==> config.mk <==
export PLATFORM = sky130hd
export DESIGN_NAME = cfg_frame_parser
export DESIGN_NICKNAME = d
export VERILOG_FILES = /design/src/rtl/cfgp_pkg.sv /design/src/rtl/cfgp_shreg.sv /design/src/rtl/cfgp_bitcnt.sv /design/src/rtl/cfgp_ctrl.sv /design/src/rtl/cfg_frame_parser.sv
export SDC_FILE = /design/constraint.sdc
export NUM_CORES = 1
export LEC_CHECK = 0
export BUFFER_PORTS_ARGS = -buffer_cell sky130_fd_sc_hd__buf_4
export CAP_MARGIN = 20
export CORE_AREA = 10 10 248 250
export DETAILED_ROUTE_END_ITERATION = 8
export DIE_AREA = 0 0 258 260
export SYNTH_ARGS = -nofsm -noshare
export SYNTH_HDL_FRONTEND = slang
export SYNTH_SLANG_ARGS = --single-unit
export TNS_END_PERCENT = 20
==> constraint.sdc <==
create_clock -name clk -period 2.2 [get_ports clk]
set_clock_uncertainty 0.1 [all_clocks]
set_input_delay 0.33 -clock clk [delete_from_list [all_inputs] [get_ports clk]]
set_output_delay 0.33 -clock clk [all_outputs]
set_load 0.005 [all_outputs]
==> src/rtl/cfgp_pkg.sv <==
package cfgp_pkg;
    typedef enum logic [2:0] {
        ST_HUNT,
        ST_PRE,
        ST_HDR,
        ST_ADDR,
        ST_DATA,
        ST_TAIL
    } cfgp_state_e;

    typedef enum logic [1:0] {
        CMP_STD  = 2'b00,
        CMP_RST  = 2'b01,
        CMP_HOLD = 2'b10,
        CMP_SET  = 2'b11
    } cfgp_comp_e;

    localparam logic [3:0] PRE_CFG = 4'b0010;
    localparam logic [3:0] PRE_END = 4'b0100;
    localparam int PRE_BITS  = 4;
    localparam int HDR_BITS  = 19;
    localparam int TAIL_BITS = 3;
    localparam int MIN_ONES  = 4;
    localparam int CRC_BITS  = 16;
endpackage

==> src/rtl/cfgp_shreg.sv <==
module cfgp_shreg #(
    parameter int W = 8
) (
    input  logic         clk,
    input  logic         rst_n,
    input  logic         en,
    input  logic         din,
    output logic [W-1:0] q
);
    always_ff @(posedge clk or negedge rst_n) begin
        if (!rst_n)
            q <= '0;
        else if (en)
            q <= {q[W-2:0], din};
    end
endmodule

==> src/rtl/cfgp_bitcnt.sv <==
module cfgp_bitcnt #(
    parameter int CW = 10
) (
    input  logic          clk,
    input  logic          rst_n,
    input  logic          clr,
    input  logic          inc,
    output logic [CW-1:0] count
);
    always_ff @(posedge clk or negedge rst_n) begin
        if (!rst_n)
            count <= '0;
        else if (clr)
            count <= '0;
        else if (inc)
            count <= count + 1'b1;
    end
endmodule

==> src/rtl/cfgp_ctrl.sv <==
module cfgp_ctrl
    import cfgp_pkg::*;
#(
    parameter int DW         = 546,
    parameter int AW         = 11,
    parameter int ADDR_LIMIT = 1011,
    parameter int CW         = 10
) (
    input  logic                  clk,
    input  logic                  rst_n,
    input  logic                  bit_in,
    input  logic                  bit_vld,
    input  logic                  crc_fail,
    input  logic [CW-1:0]         cnt,
    input  logic [PRE_BITS-2:0]   pre_q,
    input  logic [HDR_BITS-1:0]   hdr_q,
    input  logic [AW-1:0]         addr_q,
    input  logic [TAIL_BITS-2:0]  tail_q,
    output logic                  cnt_clr,
    output logic                  cnt_inc,
    output logic                  en_pre,
    output logic                  en_hdr,
    output logic                  en_addr,
    output logic                  en_data,
    output logic                  en_tail,
    output logic                  wr_en,
    output logic                  cmd_en,
    output logic                  cfg_done,
    output logic                  err_frame,
    output logic                  err_pre,
    output logic                  restart
);
    cfgp_state_e state_q, state_d;
    logic [2:0]          ones_q;
    logic [CW-1:0]       last_cnt;
    logic                field_last;
    logic [PRE_BITS-1:0] pre_full;
    logic [TAIL_BITS-1:0] tail_full;
    logic                tail_bad;

    assign pre_full  = {pre_q, bit_in};
    assign tail_full = {tail_q, bit_in};
    assign tail_bad  = tail_full[2] || (tail_full[1:0] != 2'b11) ||
                       (32'(addr_q) >= ADDR_LIMIT);

    // index of the last bit of the field being received
    always_comb begin
        unique case (state_q)
            ST_PRE:  last_cnt = CW'(PRE_BITS - 2);
            ST_HDR:  last_cnt = CW'(HDR_BITS - 1);
            ST_ADDR: last_cnt = CW'(AW - 1);
            ST_DATA: last_cnt = CW'(DW - 1);
            ST_TAIL: last_cnt = CW'(TAIL_BITS - 1);
            default: last_cnt = '0;
        endcase
    end

    assign field_last = bit_vld && (state_q != ST_HUNT) && (cnt == last_cnt);
    assign cnt_clr    = field_last || (state_q == ST_HUNT);
    assign cnt_inc    = bit_vld && (state_q != ST_HUNT) && !field_last;

    // next-state logic
    always_comb begin
        state_d = state_q;
        unique case (state_q)
            ST_HUNT: if (bit_vld && !bit_in && ones_q >= 3'(MIN_ONES))
                         state_d = ST_PRE;
            ST_PRE:  if (field_last)
                         state_d = (pre_full == PRE_CFG) ? ST_HDR : ST_HUNT;
            ST_HDR:  if (field_last) state_d = ST_ADDR;
            ST_ADDR: if (field_last)
                         state_d = (hdr_q[1:0] == CMP_STD) ? ST_DATA : ST_TAIL;
            ST_DATA: if (field_last) state_d = ST_TAIL;
            ST_TAIL: if (field_last) state_d = ST_HUNT;
            default: state_d = ST_HUNT;
        endcase
    end

    assign en_pre  = bit_vld && (((state_q == ST_HUNT) && (state_d == ST_PRE)) ||
                                 (state_q == ST_PRE));
    assign en_hdr  = bit_vld && (state_q == ST_HDR);
    assign en_addr = bit_vld && (state_q == ST_ADDR);
    assign en_data = bit_vld && (state_q == ST_DATA);
    assign en_tail = bit_vld && (state_q == ST_TAIL);

    // state register with leading-ones counter
    always_ff @(posedge clk or negedge rst_n) begin
        if (!rst_n) begin
            state_q <= ST_HUNT;
            ones_q  <= '0;
        end else begin
            state_q <= state_d;
            if (state_q != ST_HUNT)
                ones_q <= '0;
            else if (bit_vld)
                ones_q <= !bit_in ? 3'd0 :
                          (ones_q < 3'(MIN_ONES)) ? ones_q + 3'd1 : ones_q;
        end
    end

    // registered single-cycle outputs
    always_ff @(posedge clk or negedge rst_n) begin
        if (!rst_n) begin
            wr_en     <= 1'b0;
            cmd_en    <= 1'b0;
            cfg_done  <= 1'b0;
            err_frame <= 1'b0;
            err_pre   <= 1'b0;
            restart   <= 1'b0;
        end else begin
            wr_en     <= 1'b0;
            cmd_en    <= 1'b0;
            cfg_done  <= 1'b0;
            err_frame <= 1'b0;
            err_pre   <= 1'b0;
            restart   <= 1'b0;
            if (field_last) begin
                unique case (state_q)
                    ST_PRE: begin
                        if (pre_full == PRE_END) begin
                            cfg_done <= 1'b1;
                        end else if (pre_full != PRE_CFG) begin
                            err_pre <= 1'b1;
                            restart <= 1'b1;
                        end
                    end
                    ST_TAIL: begin
                        if (tail_bad) begin
                            err_frame <= 1'b1;
                            restart   <= 1'b1;
                        end else if (crc_fail) begin
                            restart <= 1'b1;
                        end else if (hdr_q[1:0] == CMP_STD) begin
                            wr_en <= 1'b1;
                        end else begin
                            cmd_en <= 1'b1;
                        end
                    end
                    default: ;
                endcase
            end
        end
    end

    a_r3_wr_pulse: assert property (@(posedge clk) disable iff (!rst_n)
        wr_en |=> !wr_en);
    a_r8_addr_range: assert property (@(posedge clk) disable iff (!rst_n)
        (wr_en || cmd_en) |-> (32'(addr_q) < ADDR_LIMIT));
    a_r10_idle_hold: assert property (@(posedge clk) disable iff (!rst_n)
        !bit_vld |=> $stable(state_q));
    a_r11_hdr_stable: assert property (@(posedge clk) disable iff (!rst_n)
        (state_q == ST_DATA || state_q == ST_TAIL) |=> $stable(hdr_q));
endmodule

==> src/rtl/cfg_frame_parser.sv <==
module cfg_frame_parser
    import cfgp_pkg::*;
#(
    parameter int DW         = 546,
    parameter int AW         = 11,
    parameter int ADDR_LIMIT = 1011
) (
    input  logic          clk,
    input  logic          rst_n,
    input  logic          bit_in,
    input  logic          bit_vld,
    input  logic          crc_fail,
    output logic          wr_en,
    output logic [AW-1:0] wr_addr,
    output logic [DW-1:0] wr_data,
    output logic          cmd_en,
    output logic [1:0]    cmd_op,
    output logic          cfg_done,
    output logic          err_frame,
    output logic          err_pre,
    output logic          restart,
    output logic          hdr_crc_en,
    output logic [15:0]   hdr_crc
);
    localparam int CW = $clog2(DW + 1);

    logic [CW-1:0]          cnt;
    logic                   cnt_clr, cnt_inc;
    logic                   en_pre, en_hdr, en_addr, en_data, en_tail;
    logic [PRE_BITS-2:0]    pre_q;
    logic [HDR_BITS-1:0]    hdr_q;
    logic [TAIL_BITS-2:0]   tail_q;

    cfgp_bitcnt #(.CW(CW)) u_cnt (
        .clk(clk), .rst_n(rst_n), .clr(cnt_clr), .inc(cnt_inc), .count(cnt)
    );

    cfgp_shreg #(.W(PRE_BITS-1)) u_pre (
        .clk(clk), .rst_n(rst_n), .en(en_pre), .din(bit_in), .q(pre_q)
    );
    cfgp_shreg #(.W(HDR_BITS)) u_hdr (
        .clk(clk), .rst_n(rst_n), .en(en_hdr), .din(bit_in), .q(hdr_q)
    );
    cfgp_shreg #(.W(AW)) u_addr (
        .clk(clk), .rst_n(rst_n), .en(en_addr), .din(bit_in), .q(wr_addr)
    );
    cfgp_shreg #(.W(DW)) u_data (
        .clk(clk), .rst_n(rst_n), .en(en_data), .din(bit_in), .q(wr_data)
    );
    cfgp_shreg #(.W(TAIL_BITS-1)) u_tail (
        .clk(clk), .rst_n(rst_n), .en(en_tail), .din(bit_in), .q(tail_q)
    );

    cfgp_ctrl #(.DW(DW), .AW(AW), .ADDR_LIMIT(ADDR_LIMIT), .CW(CW)) u_ctrl (
        .clk(clk), .rst_n(rst_n), .bit_in(bit_in), .bit_vld(bit_vld),
        .crc_fail(crc_fail), .cnt(cnt), .pre_q(pre_q), .hdr_q(hdr_q),
        .addr_q(wr_addr), .tail_q(tail_q), .cnt_clr(cnt_clr), .cnt_inc(cnt_inc),
        .en_pre(en_pre), .en_hdr(en_hdr), .en_addr(en_addr), .en_data(en_data),
        .en_tail(en_tail), .wr_en(wr_en), .cmd_en(cmd_en), .cfg_done(cfg_done),
        .err_frame(err_frame), .err_pre(err_pre), .restart(restart)
    );

    assign hdr_crc_en = hdr_q[HDR_BITS-1];
    assign hdr_crc    = hdr_q[HDR_BITS-2 -: CRC_BITS];
    assign cmd_op     = hdr_q[1:0];

    a_r4_one_event: assert property (@(posedge clk) disable iff (!rst_n)
        $onehot0({wr_en, cmd_en, cfg_done, err_frame, err_pre}));
    a_r6_err_restart: assert property (@(posedge clk) disable iff (!rst_n)
        (err_pre || err_frame) |-> restart);
endmodule

[After elaboration in Yosys (flattened, before gate mapping)]
Index checks and enable logic that the tools add are counted.
Storage, ports and cells
  bits in registers: 603
  input port bits: 5
  output and inout port bits: 582
  word-level logic and storage cells: 95
Operators by class
  add/sub/neg operators: 2
  $lt $le $gt $ge: 3
  equal/unequal tests: 12
  multiplexer cells: 40
  reductions and logical operators: 24
Operator list (number)
  case mux 10 bit (4 select lines): 1
  2-to-1 mux 3 bit: 10
  2-to-1 mux 1 bit: 24
  2-to-1 mux 10 bit: 2
  case mux 3 bit (6 select lines): 1
  greater-or-equal comparator 11 x 10 -> 1 bit, second input constant: 1
  logical AND 1 bit: 11
  adder 10 x 1 -> 10 bit, second input constant: 1
  equality test 10 bit: 1
  equality test 3 x 1 -> 1 bit, second input constant: 2
  equality test 3 x 2 -> 1 bit, second input constant: 2
  equality test 3 bit, second input constant: 2
  equality test 4 x 2 -> 1 bit, second input constant: 1
  equality test 4 x 3 -> 1 bit, second input constant: 1
  logical OR 1 bit: 4
  inequality test 4 x 2 -> 1 bit, second input constant: 1
  nonzero test 2 bit: 2
  adder 3 x 1 -> 3 bit, second input constant: 1
  greater-or-equal comparator 3 bit, second input constant: 1
  logical NOT 3 bit: 1
  < comparator 3 bit, second input constant: 1
  inequality test 3 x 1 -> 1 bit, second input constant: 1
  nonzero test 3 bit: 1
  logical NOT 1 bit: 2
  6 further kinds: 6

[Depth between registers and ports, before layout]
  word-level depth: 11
  gate-level depth with buffers: 7
  mapped depth without buffers: 5

[By module]
A second synthesis with hierarchy kept.
Second synthesis, totals
  cell total of the unflattened synthesis: 1376
  area total of the unflattened synthesis: 23314.9 µm²
Modules (own cells, without submodules)
  cfgp_shreg at u_data: instances 1, cells each 1153, area each 20498.4 µm², seq. area each 13663.1 µm²
  cfgp_ctrl: instances 1, cells each 103, area each 933.4 µm², seq. area each 300.3 µm²
  cfgp_shreg at u_hdr: instances 1, cells each 40, area each 758.2 µm², seq. area each 475.5 µm²
  cfgp_bitcnt: instances 1, cells each 47, area each 495.5 µm², seq. area each 250.2 µm²
  cfgp_shreg at u_addr: instances 1, cells each 23, area each 447.9 µm², seq. area each 275.3 µm²
  cfgp_shreg at u_pre: instances 1, cells each 6, area each 108.9 µm², seq. area each 75.1 µm²
  cfgp_shreg at u_tail: instances 1, cells each 4, area each 72.6 µm², seq. area each 50.0 µm²

[Worst setup path after synthesis]
Ideal clock, no wire load.
  path kind: flip-flop to flip-flop
  start: register u_ctrl.state_q[1]
  end: register u_data.q[417]
  library setup time: 0.125 ns
  arrival time: 1.627 ns
  required time: 1.975 ns
  path slack: 0.348 ns
  stages on the path, launching flop included: 8
  path buffers: 4
  cells stage by stage: dfrtp_1 -> buf_4 -> nor2_1 -> and3_1 -> buf_2 -> buf_2 -> buf_4 -> mux2_2
On the way
  cells in the longest elaborated chain, start to end: 2
Ends and longest elaborated chain
  start: declaration: line cfgp_ctrl.sv:33  | cfgp_state_e state_q, state_d;
  start signal: assignment: line cfgp_ctrl.sv:92  | state_q <= state_d;
  equality test 3 bit: line cfgp_ctrl.sv:83  | assign en_data = bit_vld && (state_q == ST_DATA);
  logical AND 1 bit: line cfgp_ctrl.sv:83
  end signal: assignment: line cfgp_shreg.sv:14  | q <= {q[W-2:0], din};
  end: declaration: line cfgp_shreg.sv:8  | output logic [W-1:0] q
No other way between the ends.
A chain may end at the register's enable or synchronous reset.

[Worst setup path after layout]
  start: register u_ctrl.state_q[0]
  end: register u_data.q[243]
The elaborated chain is that of the path after synthesis.

==> results.json <==
{
  "drv_cap": 0,
  "core_sq_um": 56280,
  "tightest_slew_ns": 0.5671,
  "cp-end-kind": "flop",
  "port_buffers": 586,
  "routed_wl_microns": 63540,
  "final_nets": 2026,
  "yosysMostFrequentCell": "dfrtp_1",
  "synth_edf_count": 0,
  "post_drt_wl_per_cell_microns": 22.52,
  "grt_overflow_total": 0,
  "worstPathArrival_ns": 2.43,
  "grt_start_max_net_pins": 95,
  "ys.warnings.count": 0,
  "period_share": 0.9276,
  "hold_violations": 0,
  "initial_core_util": 0.4091,
  "grt_pass1_vias": 14710,
  "path_clk_slew_ns": 0.06,
  "cts_sinks": 603,
  "netlist_top_cells_area": "dfrtp_1 66%, mux2_2 28%, buf_4 1.8%",
  "path_max_fanout": 42,
  "synth_area_sq_um": 23020,
  "reg2reg_slack_ns": 0.16,
  "cts_tree": "yes",
  "yosysTopAreaCell": "dfrtp_1",
  "first_pass_iters": 4,
  "ant_nets": 0,
  "crit_required_ns": 2.59,
  "yosys_most_used_dff": "dfrtp_1",
  "clockBufferDepth": 3,
  "ys_seq_area_frac": 0.6555,
  "async_flop_share": 1.000,
  "synth_seq_cells": 603,
  "globalplace.congestion": 0.8110,
  "drt_first_iter_violations": 639,
  "start_kind": "flop",
  "synth_commonest_cells": "603 x dfrtp_1, 582 x mux2_2, 56 x buf_4, 15 x nor2_1, 13 x buf_2",
  "clkLatencyLatePin_ns": 0.60,
  "root_buffer": "clkbuf_16",
  "final-max-slew-violation-count": 0,
  "fillers": 4682,
  "hold_class": "input pin to async pin",
  "irDropWorstVdd_v": 0.0008417,
  "power.density_nw_per_um2": 713.8,
  "rows": 87,
  "fin_crit_ns": 2.041,
  "maxSlewHeadroom": 0.6199,
  "critPathKind": "flop to flop",
  "via_count": 13910,
  "antenna_found_initial": 0,
  "cts_resized": 0,
  "fmax_mhz": 490.0,
  "synthDistinctLibCells": 56,
  "synth_top_area_share": 0.6555,
  "p_leak_nw": 16.31,
  "hpwlAfterDp_microns": 48630,
  "antenna_cells": 0,
  "fin_util": 0.5447,
  "rsz0062_at_grt": "false",
  "synth.avg_cell_area_sq_um": 16.62,
  "num_io_pins": 587,
  "fp.dieW_microns": 258,
  "cts_made_buffers": 61,
  "p_total_w": 0.02188,
  "syn-num-nets": 1392,
  "status": "finished clean",
  "fp.dieH_microns": 260,
  "grt.total_usage": 0.1824,
  "drc_errors": 0,
  "vias_per_cell": 4.929,
  "cts_htree_levels": 2,
  "drive_gt1_frac": 0.6475,
  "syn_inst": 1385,
  "die_area_sq_um": 67080,
  "setup_tns_ns": 0,
  "syn_to_final_growth_pct": 33.17,
  "grt_pass1_wl_microns": 95280,
  "setup_violations": 0
}
==> timing repair <==
| action | 4_1_cts | 5_1_grt |
|---|---|---|
| setup buffers | 0 | 0 |
| hold endpoints to repair | 333 | 0 |
| hold buffers | 4 | 0 |
==> layout by cell type, fill, tap and decap left out, types with 8 or more instances in the layout <==
cell / synthesis / final
nand3_1: 8 / 8
nand2_1: 11 / 11
mux2_2: 582 / 582
nor3_1: 8 / 8
nor2_1: 15 / 15
clkbuf_1: 5 / 12
clkinv_2: 0 / 8
clkbuf_8: 0 / 19
buf_12: 0 / 26
dfrtp_1: 603 / 603
buf_4: 56 / 616
clkbuf_16: 0 / 61
==> power by group <==
group          switching, W  internal [W]  leakage [nW]  total (W)
combinational      0.000288      0.000136          6.89   0.000424
clock               0.00424       0.00606         0.990     0.0103
sequential        0.0000378        0.0111          8.42     0.0112
total               0.00456        0.0173          16.3     0.0219
==> final timing paths <==
check                             startpoint            end  depth (start not counted)
max                        u_ctrl.state_q[0]  u_data.q[243]                          5
min                                    rst_n  u_data.q[101]                          2
max reg2reg                u_ctrl.state_q[0]  u_data.q[243]                          5
min reg2reg                      u_hdr.q[18]    u_hdr.q[18]                          1
max in group asynchronous              rst_n    u_addr.q[8]                          4
min in group clk                 u_hdr.q[18]    u_hdr.q[18]                          1
==> kinds of logic after synthesis <==
group	count (synthesis)	share of synthesized area
and+or+nand+nor	79	0.02152
muxes	583	0.2851
xor gates and xnor gates	9	0.003751
DFF	603	0.6555
adders and majority gates	2	0.001087
AOI/OAI and AO/OA	30	0.009675
buffers and inverters	79	0.02337
==> flip-flops by register name (all words and copies together), names as in the netlist <==
register / count
u_data.q: 546
u_hdr.q: 19
u_addr.q: 11
u_cnt.count: 10
u_ctrl.ones_q: 3
u_ctrl.state_q: 3
u_pre.q: 3
u_tail.q: 2
u_ctrl.cfg_done: 1
u_ctrl.cmd_en: 1
u_ctrl.err_frame: 1
u_ctrl.err_pre: 1
u_ctrl.restart: 1
u_ctrl.wr_en: 1
==> through the flow <==
step	hold slack [ns]	setup WS, ns	std cells	cell area, sq um
floorplan	-0.06559	0.3481	1385	23020
global placement	0.1535	0.2479	2708	28600
detailed placement	0.1598	0.1862	2708	28600
CTS	0.09947	0.1631	2821	30660
global route	0.1271	0.02925	2821	30660
finish	0.1197	0.1592	2821	30660
==> worst max-delay path, stage by stage (launching register included) <==
cell	delay, ns
dfrtp_1	0.43
nor2_1	0.22
and3_4	0.26
buf_12	0.21
buf_12	0.26
mux2_2	0.38
==> metal layers <==
layer  vias to the layer above  wire [microns]  GRT usage
met5                         -               0          0
met4                         0            1488    0.05212
met3                        88            5819    0.07070
met2                       421           30980     0.3010
met1                      7153           25250     0.2189
li1                       6244               -          -
==> area by class of cell <==
class	count	area, sq um	share of cell area
sequential	603	15090	0.4922
multi-input combinational	703	7398	0.2413
timing repair buffer	647	5200	0.1696
clock buffer	92	1833	0.05979
tap	756	945.9	0.03085
clock inverter	17	178.9	0.005836
inverter	3	11.26	0.0003673
Note: power is estimated with default switching activity, not from simulation.
